$ cat src/rtl/sfd_pkg.sv
`timescale 1ns/1ps
package sfd_pkg;

    // framer states, advanced on falling edges of the serial clock
    typedef enum logic [1:0] {
        ST_SEEK  = 2'd0,
        ST_COUNT = 2'd1,
        ST_CLOSE = 2'd2
    } rx_state_t;

    // kind of result handed from the framer to the output stage
    typedef enum logic [1:0] {
        CAP_NONE = 2'd0,
        CAP_WORD = 2'd1,
        CAP_HI   = 2'd2,
        CAP_LO   = 2'd3
    } cap_kind_t;

endpackage

$ cat src/rtl/sfd_sampler.sv
`timescale 1ns/1ps
module sfd_sampler #(
    parameter int WORD_W = 16
) (
    input  logic              sclk,
    input  logic              rst_n,
    input  logic              sync_in,
    input  logic              sdata,
    output logic              sync_rise,
    output logic [WORD_W-1:0] shreg
);

    logic sync_d;

    // both lines captured on the falling edge; shift runs freely
    always_ff @(negedge sclk or negedge rst_n) begin
        if (!rst_n) begin
            sync_d <= 1'b0;
            shreg  <= '0;
        end else begin
            sync_d <= sync_in;
            shreg  <= {shreg[WORD_W-2:0], sdata};
        end
    end

    // rise seen at this falling edge: high now, low at the previous one
    assign sync_rise = sync_in & ~sync_d;

endmodule

$ cat src/rtl/sfd_framer.sv
`timescale 1ns/1ps
module sfd_framer
    import sfd_pkg::*;
#(
    parameter int WORD_W = 16
) (
    input  logic      sclk,
    input  logic      rst_n,
    input  logic      sync_rise,
    input  logic      byte_mode,
    output cap_kind_t cap_kind,
    output logic      err_req
);

    localparam int BYTE_W = WORD_W / 2;
    localparam int CW     = $clog2(WORD_W + 1);
    localparam logic [CW-1:0] WORD_LEN = CW'(WORD_W);
    localparam logic [CW-1:0] BYTE_LEN = CW'(BYTE_W);

    rx_state_t      state, state_nx;
    logic [CW-1:0]  cnt, cnt_nx;
    logic           cur_byte, cur_byte_nx;
    logic           lo_next, lo_next_nx;
    cap_kind_t      kind_nx;
    logic           err_nx;
    logic [CW-1:0]  len;
    logic           at_len;

    assign len    = cur_byte ? BYTE_LEN : WORD_LEN;
    assign at_len = (cnt == len);

    always_comb begin
        state_nx    = state;
        cnt_nx      = cnt;
        cur_byte_nx = cur_byte;
        lo_next_nx  = lo_next;
        kind_nx     = CAP_NONE;
        err_nx      = 1'b0;
        unique case (state)
            ST_SEEK: begin
                if (sync_rise) begin
                    state_nx    = ST_COUNT;
                    cnt_nx      = CW'(1);
                    cur_byte_nx = byte_mode;
                    lo_next_nx  = 1'b0;
                end
            end
            ST_COUNT: begin
                if (sync_rise) begin
                    if (at_len) begin
                        state_nx = ST_CLOSE;
                        cnt_nx   = CW'(1);
                    end else begin
                        // early rise restarts the frame
                        err_nx      = 1'b1;
                        cnt_nx      = CW'(1);
                        cur_byte_nx = byte_mode;
                        lo_next_nx  = 1'b0;
                    end
                end else if (at_len) begin
                    // expected rise missing
                    err_nx   = 1'b1;
                    state_nx = ST_SEEK;
                    cnt_nx   = '0;
                end else begin
                    cnt_nx = cnt + 1'b1;
                end
            end
            ST_CLOSE: begin
                // last bit of the previous frame arrives on this edge
                state_nx = ST_COUNT;
                cnt_nx   = CW'(2);
                if (cur_byte) begin
                    kind_nx    = lo_next ? CAP_LO : CAP_HI;
                    lo_next_nx = ~lo_next;
                end else begin
                    kind_nx    = CAP_WORD;
                    lo_next_nx = 1'b0;
                end
                cur_byte_nx = byte_mode;
                if (byte_mode != cur_byte) begin
                    lo_next_nx = 1'b0;
                end
            end
            default: begin
                state_nx = ST_SEEK;
                cnt_nx   = '0;
            end
        endcase
    end

    // state register
    always_ff @(negedge sclk or negedge rst_n) begin
        if (!rst_n) begin
            state    <= ST_SEEK;
            cnt      <= '0;
            cur_byte <= 1'b0;
            lo_next  <= 1'b0;
        end else begin
            state    <= state_nx;
            cnt      <= cnt_nx;
            cur_byte <= cur_byte_nx;
            lo_next  <= lo_next_nx;
        end
    end

    // outputs
    always_ff @(negedge sclk or negedge rst_n) begin
        if (!rst_n) begin
            cap_kind <= CAP_NONE;
            err_req  <= 1'b0;
        end else begin
            cap_kind <= kind_nx;
            err_req  <= err_nx;
        end
    end

endmodule

$ cat src/rtl/sfd_outlatch.sv
`timescale 1ns/1ps
module sfd_outlatch
    import sfd_pkg::*;
#(
    parameter int WORD_W = 16
) (
    input  logic                sclk,
    input  logic                rst_n,
    input  cap_kind_t           cap_kind,
    input  logic                err_req,
    input  logic [WORD_W-1:0]   shreg,
    output logic [WORD_W-1:0]   word_q,
    output logic                word_vld,
    output logic [WORD_W/2-1:0] hi_q,
    output logic                hi_vld,
    output logic [WORD_W/2-1:0] lo_q,
    output logic                lo_vld,
    output logic                frame_err
);

    localparam int BYTE_W = WORD_W / 2;

    // requests last from one falling edge to the next, so exactly one
    // rising edge sees each of them
    always_ff @(posedge sclk or negedge rst_n) begin
        if (!rst_n) begin
            word_q    <= '0;
            hi_q      <= '0;
            lo_q      <= '0;
            word_vld  <= 1'b0;
            hi_vld    <= 1'b0;
            lo_vld    <= 1'b0;
            frame_err <= 1'b0;
        end else begin
            word_vld  <= (cap_kind == CAP_WORD);
            hi_vld    <= (cap_kind == CAP_HI);
            lo_vld    <= (cap_kind == CAP_LO);
            frame_err <= err_req;
            if (cap_kind == CAP_WORD) word_q <= shreg;
            if (cap_kind == CAP_HI)   hi_q   <= shreg[BYTE_W-1:0];
            if (cap_kind == CAP_LO)   lo_q   <= shreg[BYTE_W-1:0];
        end
    end

endmodule

$ cat src/rtl/sfd_rx.sv
`timescale 1ns/1ps
module sfd_rx
    import sfd_pkg::*;
#(
    parameter int WORD_W = 16
) (
    input  logic                sclk,
    input  logic                rst_n,
    input  logic                sync_in,
    input  logic                sdata,
    input  logic                byte_mode,
    output logic [WORD_W-1:0]   word_q,
    output logic                word_vld,
    output logic [WORD_W/2-1:0] hi_q,
    output logic                hi_vld,
    output logic [WORD_W/2-1:0] lo_q,
    output logic                lo_vld,
    output logic                frame_err
);

    logic              sync_rise;
    logic [WORD_W-1:0] shreg;
    cap_kind_t         cap_kind;
    logic              err_req;

    sfd_sampler #(.WORD_W(WORD_W)) u_smp (
        .sclk      (sclk),
        .rst_n     (rst_n),
        .sync_in   (sync_in),
        .sdata     (sdata),
        .sync_rise (sync_rise),
        .shreg     (shreg)
    );

    sfd_framer #(.WORD_W(WORD_W)) u_frm (
        .sclk      (sclk),
        .rst_n     (rst_n),
        .sync_rise (sync_rise),
        .byte_mode (byte_mode),
        .cap_kind  (cap_kind),
        .err_req   (err_req)
    );

    sfd_outlatch #(.WORD_W(WORD_W)) u_out (
        .sclk      (sclk),
        .rst_n     (rst_n),
        .cap_kind  (cap_kind),
        .err_req   (err_req),
        .shreg     (shreg),
        .word_q    (word_q),
        .word_vld  (word_vld),
        .hi_q      (hi_q),
        .hi_vld    (hi_vld),
        .lo_q      (lo_q),
        .lo_vld    (lo_vld),
        .frame_err (frame_err)
    );

endmodule

$ cat config.mk
export PLATFORM = sky130hd
export DESIGN_NAME = sfd_rx
export DESIGN_NICKNAME = d
export VERILOG_FILES = /design/src/rtl/sfd_pkg.sv /design/src/rtl/sfd_sampler.sv /design/src/rtl/sfd_framer.sv /design/src/rtl/sfd_outlatch.sv /design/src/rtl/sfd_rx.sv
export SDC_FILE = /design/constraint.sdc
export NUM_CORES = 1
export LEC_CHECK = 0
export ABC_AREA = 1
export BUFFER_PORTS_ARGS = -buffer_cell sky130_fd_sc_hd__buf_2
export CORE_MARGIN = 2
export CORE_UTILIZATION = 30
export CTS_BUF_LIST = sky130_fd_sc_hd__clkbuf_2 sky130_fd_sc_hd__clkbuf_4 sky130_fd_sc_hd__clkbuf_8
export CTS_CLUSTER_SIZE = 24
export DETAILED_ROUTE_END_ITERATION = 8
export GPL_TIMING_DRIVEN = 0
export MAX_ROUTING_LAYER = met4
export PLACE_DENSITY_LB_ADDON = 0.25
export SLEW_MARGIN = 20
export SYNTH_ARGS = -nofsm -noshare
export SYNTH_HDL_FRONTEND = slang
export SYNTH_SLANG_ARGS = --single-unit
$ cat constraint.sdc
create_clock -name sclk -period 1.65 [get_ports sclk]
set_input_delay 0.165 -clock sclk [delete_from_list [all_inputs] [get_ports sclk]]
set_output_delay 0.165 -clock sclk [all_outputs]
set_load 0.05 [all_outputs]
==> results, run 1 <==
- The flow ran to the end, but the final reports show violations.
- The final reports fail on setup timing.
- Setup repair after global routing could not meet its margin everywhere.
- Once layout is done, the placed cells without fillers occupy approximately 0.0031 mm².
- The floorplan step defined a die boundary enclosing 0.00843 mm².
- STA puts the critical path data required time at between 1500 and 2000 ps.
- Counting the fill cells in the layout gives 750.
- The worst setup path is launched from a flop.
- The start point of the critical path is u_frm.cap_kind[1].
- In the synthesized netlist, the number of instances is 218.
- The number of I/O pins is 41.
- TritonCTS built the clock tree.
- The power per cell area is 1160 mW/mm².
- The wire-length estimate of the detail-placed layout is 3030 µm.
- The path class of the tightest hold or removal check is input port to async pin.
- The startpoint of the worst-slack reg-to-reg timing path is u_frm.cap_kind[1].
- At the pin with the least slew margin, the transition time is between 400 and 500 ps.
- The wire length of the first global-routing pass is between 8000 and 9000 µm.
- After synthesis the netlist holds a flip-flop and latch count of 65.
- The number of buffers added on ports is 40.
- In the post-synthesis netlist, the biggest area contributors are dfrtp_1 39%, dfrtn_1 31%, nand2_1 11%.
- The synthesized design spends more area on one cell type than any other, namely dfrtp_1.
- Prior to clock tree synthesis, the placed netlist has a worst setup slack of -416 ps.
- The sum of negative setup slack is -5430 ps.
- The count of antenna-violating nets left after detailed routing is 0.
- The total detailed-routing wirelength is 4790 µm.
- The largest net degree at the start of global routing is 47.
- The final weighted congestion of routability-driven global placement is approximately 0.77.
- The violation count after the first detailed-route iteration is roughly 70.
- The number of antenna violations at the first check in global routing is 0.
- After layout, the worst setup slack is -205 ps.
- The total congestion overflow after global routing is 0.
- In this run, distinct cell masters in the synthesized netlist total 19.
- The share of final-layout standard cells stronger than drive strength 1 is around a third.
- The tree is rooted in a clkbuf_8.
- CTS built an H-tree with a depth of 3.
- Summed over all cells, the static leakage comes to 1.67 nW.
- Along the worst path, the maximum fanout reaches 5.
- The cell area after placement is about 0.0027 mm².
- For this run, design rule violations remaining after detail routing come to 0.
- The synthesized netlist occupies a cell area of 0.00231 mm².
- The signed area change from the synthesized netlist to the final layout is 33.7%.
- The core box area is 0.00761 mm².
- The prevailing post-synth register cell is dfrtp_1.
- The count of max-cap constraint violations is 0.
- The final standard cell utilization of the core is 40.7%.
- The die height is around 92 µm.
- VDD sags by at most between 0.3 and 0.4 mV.
- The total power consumption of the routed design is ~3.6 mW.
- The combined global-route utilization of all metal layers is between 10% and 20%.
- Sequential elements use about 70% of the synthesized area.
- Counting instances in the post-synthesis netlist gives the leading cell types as 68 x nand2_1, 36 x dfrtp_1, 29 x dfrtn_1, 26 x o21ai_0, 23 x inv_1.
- Dividing the detail-routed wire length by the instance count gives approximately 12 µm.
- Among all cell types in the netlist, the one instantiated most often is nand2_1.
- Clock tree synthesis found a total of 65 sinks.
- The repair_antennas step left the layout with diodes totalling 0.
- The routed layout has 1699 vias.
- After synthesis, the mean cell area works out to ~11 µm².
- TritonCTS created 9 clock buffers.
- The initial core utilization is around 30%.
- At the worst endpoint, the arrival time is 2080 ps.
- Setup violations remaining at the end of the flow were counted as 35.
- The count of standard-cell rows is 32.
- The clock reaches the later pin of the worst-skew pair after around 330 ps.
- The number of vias per cell is approximately 4.4.
- The clock-pin slew reported for the worst setup and hold paths after clock tree synthesis is approximately 70 ps.
- The net count after synthesis is around 230.
- The count of flip-flops with a built-in enable after synthesis is 0.
- The worst setup path is of the flop to flop kind.
- The die is ~92 µm wide.
- The Yosys step of the flow raised 0 warnings.
- The endpoint kind of the worst setup timing path is a flop.
- The pre-antenna-repair detailed-routing pass consisted of 4 iterations.
- The total count of hold-check failures in the final report came to 0.
- The clock arrives with ~17 ps of skew.
- The largest buffer count on any clock path is 2.
- The via count of the first global-routing pass is around 1700.
- The proportion of netlist area held by the largest area contributor is 38.9%.
- The number of pins with negative max-slew slack in the final report is 0.
- After the last flow step, the layout net total stands at 288.
- In this run the tightest slew margin relative to its limit is 72.7%.
- The proportion of synthesized flip-flops having asynchronous set or reset is 100%.
## stage by stage
| stage | cells | hold slack (ps) |
|---|---|---|
| floorplan | 218 | -131 |
| global placement | 360 | 319 |
| detailed placement | 361 | 70.4 |
| CTS | 385 | 245 |
| global route | 388 | 270 |
| finish | 388 | 252 |
## logic make-up (layout without fill, tap and decap cells)
group           Yosys count  in the layout  share of synthesized area [%]
fa+ha+maj                 2              2                           1.08
xor+xnor                  2              2                          0.757
compound gates           28             28                           6.05
simple gates             93             93                           16.8
flops                    65             65                           70.3
buf+inv                  28             96                           5.03
## area by class of cell
class                   instances  area, µm²  area share, %
clock buffers                  10        138           4.45
multi-input cells             125        644           20.8
inverters                      24       97.6           3.15
flip-flops and latches         65       1630           52.5
clock inverters                 6       66.3           2.14
repair buffers                 52        343           11.1
well taps                     102        128           4.12
plain buffers                   4       52.6           1.70
## registers in the layout, summed over array words and instances (netlist names), 2 cells and up
register / cells
u_out.lo_q: 8
u_out.hi_q: 8
u_frm.cnt: 5
u_out.word_q: 16
u_frm.cap_kind: 2
u_frm.state: 2
u_smp.shreg: 16
## final timing paths
| kind | to | slack (ps) | cells past startpoint |
|---|---|---|---|
| max in group asynchronous | u_smp.shreg[9] | 140 | 3 |
| max reg2reg | u_out.hi_q[5] | -200 | 6 |
| min | u_out.hi_q[1] | 250 | 2 |
| min in group sclk | u_smp.shreg[10] | 320 | 0 |
| max | u_out.hi_q[5] | -200 | 6 |
| min reg2reg | u_smp.shreg[10] | 320 | 0 |
## cell usage in the layout, fill, tap and decap left out, drive strengths merged
master | synthesis | layout
nand2 | 69 | 69
clkinvlp | 0 | 3
a21oi | 1 | 1
buf | 4 | 55
dlygate4sd3 | 0 | 1
clkinv | 1 | 2
xor2 | 2 | 2
nand4 | 2 | 2
ha | 2 | 2
nor3 | 2 | 2
o21ai | 27 | 27
nor2 | 6 | 6
inv | 23 | 24
dfrtp | 36 | 36
clkbuf | 0 | 10
dfrtn | 29 | 29
nand3 | 14 | 14
bufinv | 0 | 1
## where the power goes
group / leakage (nW) / switching, mW / internal [mW] / total, mW
Sequential: 0.855 / 0.101 / 1.71 / 1.81
Combinational: 0.716 / 0.279 / 0.145 / 0.424
Clock: 0.0949 / 0.624 / 0.741 / 1.36
## routing by layer
metal	share of wire [%]	routed length (µm)	track usage, %	up-vias
met3	2.8	134	2.47	8
met4	1.4	68	6.72	0
met1	49	2350	16.7	854
met2	47	2240	18.4	25
li1	-	-	-	812
met5	0	0	-	-
## worst max-delay path, cell delays in order, from the launching register on
cell	delay, ps
dfrtn_1	430
inv_2	70
nor2_4	130
inv_4	60
buf_6	130
nand2_2	40
o21ai_1	50
## timing repair
action,4_1_cts,5_1_grt
cloned,1,0
buffers inserted,6,3
resized for setup,28,19
endpoints found under the setup margin,34,36
pin swaps,2,1
hold buffers,1,0
hold endpoints to repair,16,0
Power figures use the tool's default switching activity.
==> inputs of run 2 (changes only) <==
- CTS_BUF_LIST: sky130_fd_sc_hd__clkbuf_2 sky130_fd_sc_hd__clkbuf_4 sky130_fd_sc_hd__clkbuf_8 -> sky130_fd_sc_hd__clkbuf_8
- GPL_TIMING_DRIVEN: 0 -> default
- PLACE_DENSITY: default -> 0.54
- PLACE_DENSITY_LB_ADDON: 0.25 -> default
==> run 2 against run 1 <==
Compared with the run above:
- the run still ends with setup timing left
- cell area is 0.40% lower
- wire length is 4.7% lower
- clock power is 7% higher
- global-route usage is 0.63 points lower
- sequential power hardly changed
- critical path depth is 1 lower
- power is 3.0% higher
- clock skew is 2.7 ps lower
- setup slack better by 41 ps
- non-clock buffer count stayed put
- first-iteration DRC count is 5.6% higher
- critical path type unchanged
- largest cell class unchanged
==> results, run 2 (synthesized netlist as in run 1, its figures left out) <==
- The arrival time of data at the critical path endpoint is 2030 ps (was 2080 ps).
- The final weighted congestion of routability-driven global placement is 0.764 (was 0.771).
- The total count of hold-check failures in the final report is 0 (unchanged).
- The TritonCTS clock tree is built (unchanged).
- The count of max-cap constraint violations came to 0 (unchanged).
- The slew at the pin closest to its max-slew limit is 342 ps (was 407 ps).
- The largest net degree at the start of global routing is 62 (was 47).
- The combined global-route utilization of all metal layers was 12.0% (was 12.6%).
- The total die area is 0.00843 mm² (unchanged).
- The count of standard-cell rows is 32 (unchanged).
- The via count of the first global-routing pass is 1649 (was 1659).
- The post-detailed-placement half-perimeter wirelength is 3040 µm (was 3030 µm).
- The die height is 91.8 µm (unchanged).
- The core box area was 0.00761 mm² (unchanged).
- The number of antenna violations at the first check in global routing was 0 (unchanged).
- The total congestion overflow after global routing is 0 (unchanged).
- The first-pass iteration count of the detailed router came to 4 (unchanged).
- The total power consumption of the routed design is 3.71 mW (was 3.60 mW).
- The wire length of the first global-routing pass is 7710 µm (was 8070 µm).
- The critical path required time is 1860 ps (was 1880 ps).
- The number of pins with negative max-slew slack in the final report is 0 (unchanged).
- The final net count is 288 (unchanged).
- The initial core utilization is 30.4% (unchanged).
- The power per cell area is 1200 mW/mm² (was 1160 mW/mm²).
- The final setup violation count was 35 (unchanged).
- The worst-skew pair later-pin latency is 330 ps (about the same).
- The post-detailed-route wirelength per cell came to 11.8 µm (was 12.4 µm).
- The share of final-layout standard cells stronger than drive strength 1 came to 34.6% (was 33.2%).
- The worst min-delay path class is flop to flop (was input port to async pin).
- The leakage power figure is 1.64 nW (was 1.67 nW).
- The headroom to the max-slew limit was 77.0% (was 72.7%).
- The number of buffers added on ports is 40 (unchanged).
- The count of antenna-violating nets left after detailed routing is 0 (unchanged).
- Setup repair after global routing missed its margin: yes (unchanged).
- The worst setup slack for register-to-register paths is -160 ps (was -200 ps).
- The clock tree root driver cell was clkbuf_8 (unchanged).
- The total clock buffers created by CTS came to 9 (unchanged).
- The number of H-tree levels is 3 (unchanged).
- The clock-pin slew reported for the worst setup and hold paths after clock tree synthesis was 70 ps (about the same).
- The pre-CTS setup slack is -166 ps (was -416 ps).
- The most common cell after layout, fill and taps aside is nand2_1 (unchanged).
- The number of I/O pins came to 41 (unchanged).
- The signed area change from the synthesized netlist to the final layout is 33.2% (was 33.7%).
- The final worst slack is -164 ps (was -205 ps).
- The floorplan die width is 91.8 µm (unchanged).
- The peak fanout along the critical path is 16 (was 5).
- Run status: finished, violations left (unchanged).
- The startpoint type of the worst setup path is a flop (unchanged).
- Failing checks: setup timing (unchanged).
- The critical path class is flop to flop (unchanged).
- The largest buffer count on any clock path is 2 (unchanged).
- The maximum vdd drop is 0.418 mV (was 0.319 mV).
- The final setup skew is 14.0 ps (was 16.7 ps).
- The violation count after the first detailed-route iteration was 76 (was 72).
- The count of inserted antenna diode cells came to 0 (unchanged).
- The number of remaining DRC errors is 0 (unchanged).
- The total detailed-routing wirelength came to 4570 µm (was 4790 µm).
- The endpoint kind of the worst setup timing path was a flop (unchanged).
- The number of clock sinks is 65 (unchanged).
- The fill cell total of the finished layout is 757 (was 750).
- The number of vias per cell was 4.16 (was 4.38).
- The number of vias after detailed routing came to 1616 (was 1699).
- Registers with the most flip-flops: u_out.word_q: 16 flops, u_smp.shreg: 16 flops (unchanged).
- Commonest non-fill, non-tap cells in the layout: 53 x nand2_1, 40 x buf_2, 36 x dfrtp_1 (was 60 x nand2_1, 39 x buf_2, 36 x dfrtp_1).
-- run 2: changes by cell type in the layout (fill, tap and decap cells not counted), moves of 2 or more --
cell     before  now
o21ai_0       6    3
nand2_1      60   53
o21ai_2       7    4
buf_8         2    0
o21ai_1      14   20
nand2_2       7   13
-- run 2: metrics by stage --
step | instances | instance area (µm²) | util, % | hold WS [ps] | TNS, ps
floorplan | 218 | 2320 | - | -131 | -4320
global placement | 367 | 2720 | 35.7 | 198 | -5000
detailed placement | 367 | 2720 | 35.7 | 197 | -5330
CTS | 386 | 2990 | 39.3 | 324 | -3270
global route | 388 | 3080 | 40.5 | 333 | -6220
finish | 388 | 3080 | 40.5 | 322 | -4580
-- run 2: where the power goes --
group	internal [mW]	switching, mW
Clock	0.850	0.615
Combinational	0.153	0.283
Sequential	1.71	0.0961
Total	2.71	0.994
-- run 2: routing by layer --
layer | vias to the layer above | share of wire (%) | track usage (%)
li1 | 814 | - | -
met5 | - | 0 | -
met2 | 28 | 47 | 18.9
met3 | 7 | 3.2 | 2.30
met1 | 767 | 48 | 14.6
met4 | 0 | 1.9 | 6.34
-- run 2: final timing paths --
check,start,end,depth (start not counted)
min,u_smp.shreg[8],u_smp.shreg[9],0
max in group asynchronous,rst_n,u_frm.cap_kind[1],3
max,u_frm.cap_kind[0],u_out.hi_q[1],5
min reg2reg,u_smp.shreg[8],u_smp.shreg[9],0
max reg2reg,u_frm.cap_kind[0],u_out.hi_q[1],5
min in group asynchronous,rst_n,u_out.lo_vld,3
-- run 2: cell type report --
type                            count  area [µm²]  share of cell area (%)
Multi-Input combinational cell    125         649                    21.1
Clock buffer                        9         124                    4.02
Inverter                           24         100                    3.25
Timing Repair Buffer               56         362                    11.7
Tap cell                          102         128                    4.14
Sequential cell                    65        1630                    52.8
Clock inverter                      7        93.8                    3.04
-- run 2: critical path: stages, from the launching register on --
cell and delay (ps):
dfrtn_1 400, buf_4 170, nor2_4 130, inv_6 80, nand2_1 60, o21ai_1 50
-- run 2: timing repair --
action,in CTS,in global routing
resized for setup,11,40
buffers inserted,2,0
hold buffers,1,0
pin swaps,2,2
hold endpoints to repair,31,0
gates cloned,0,2
endpoints found under the setup margin,33,35
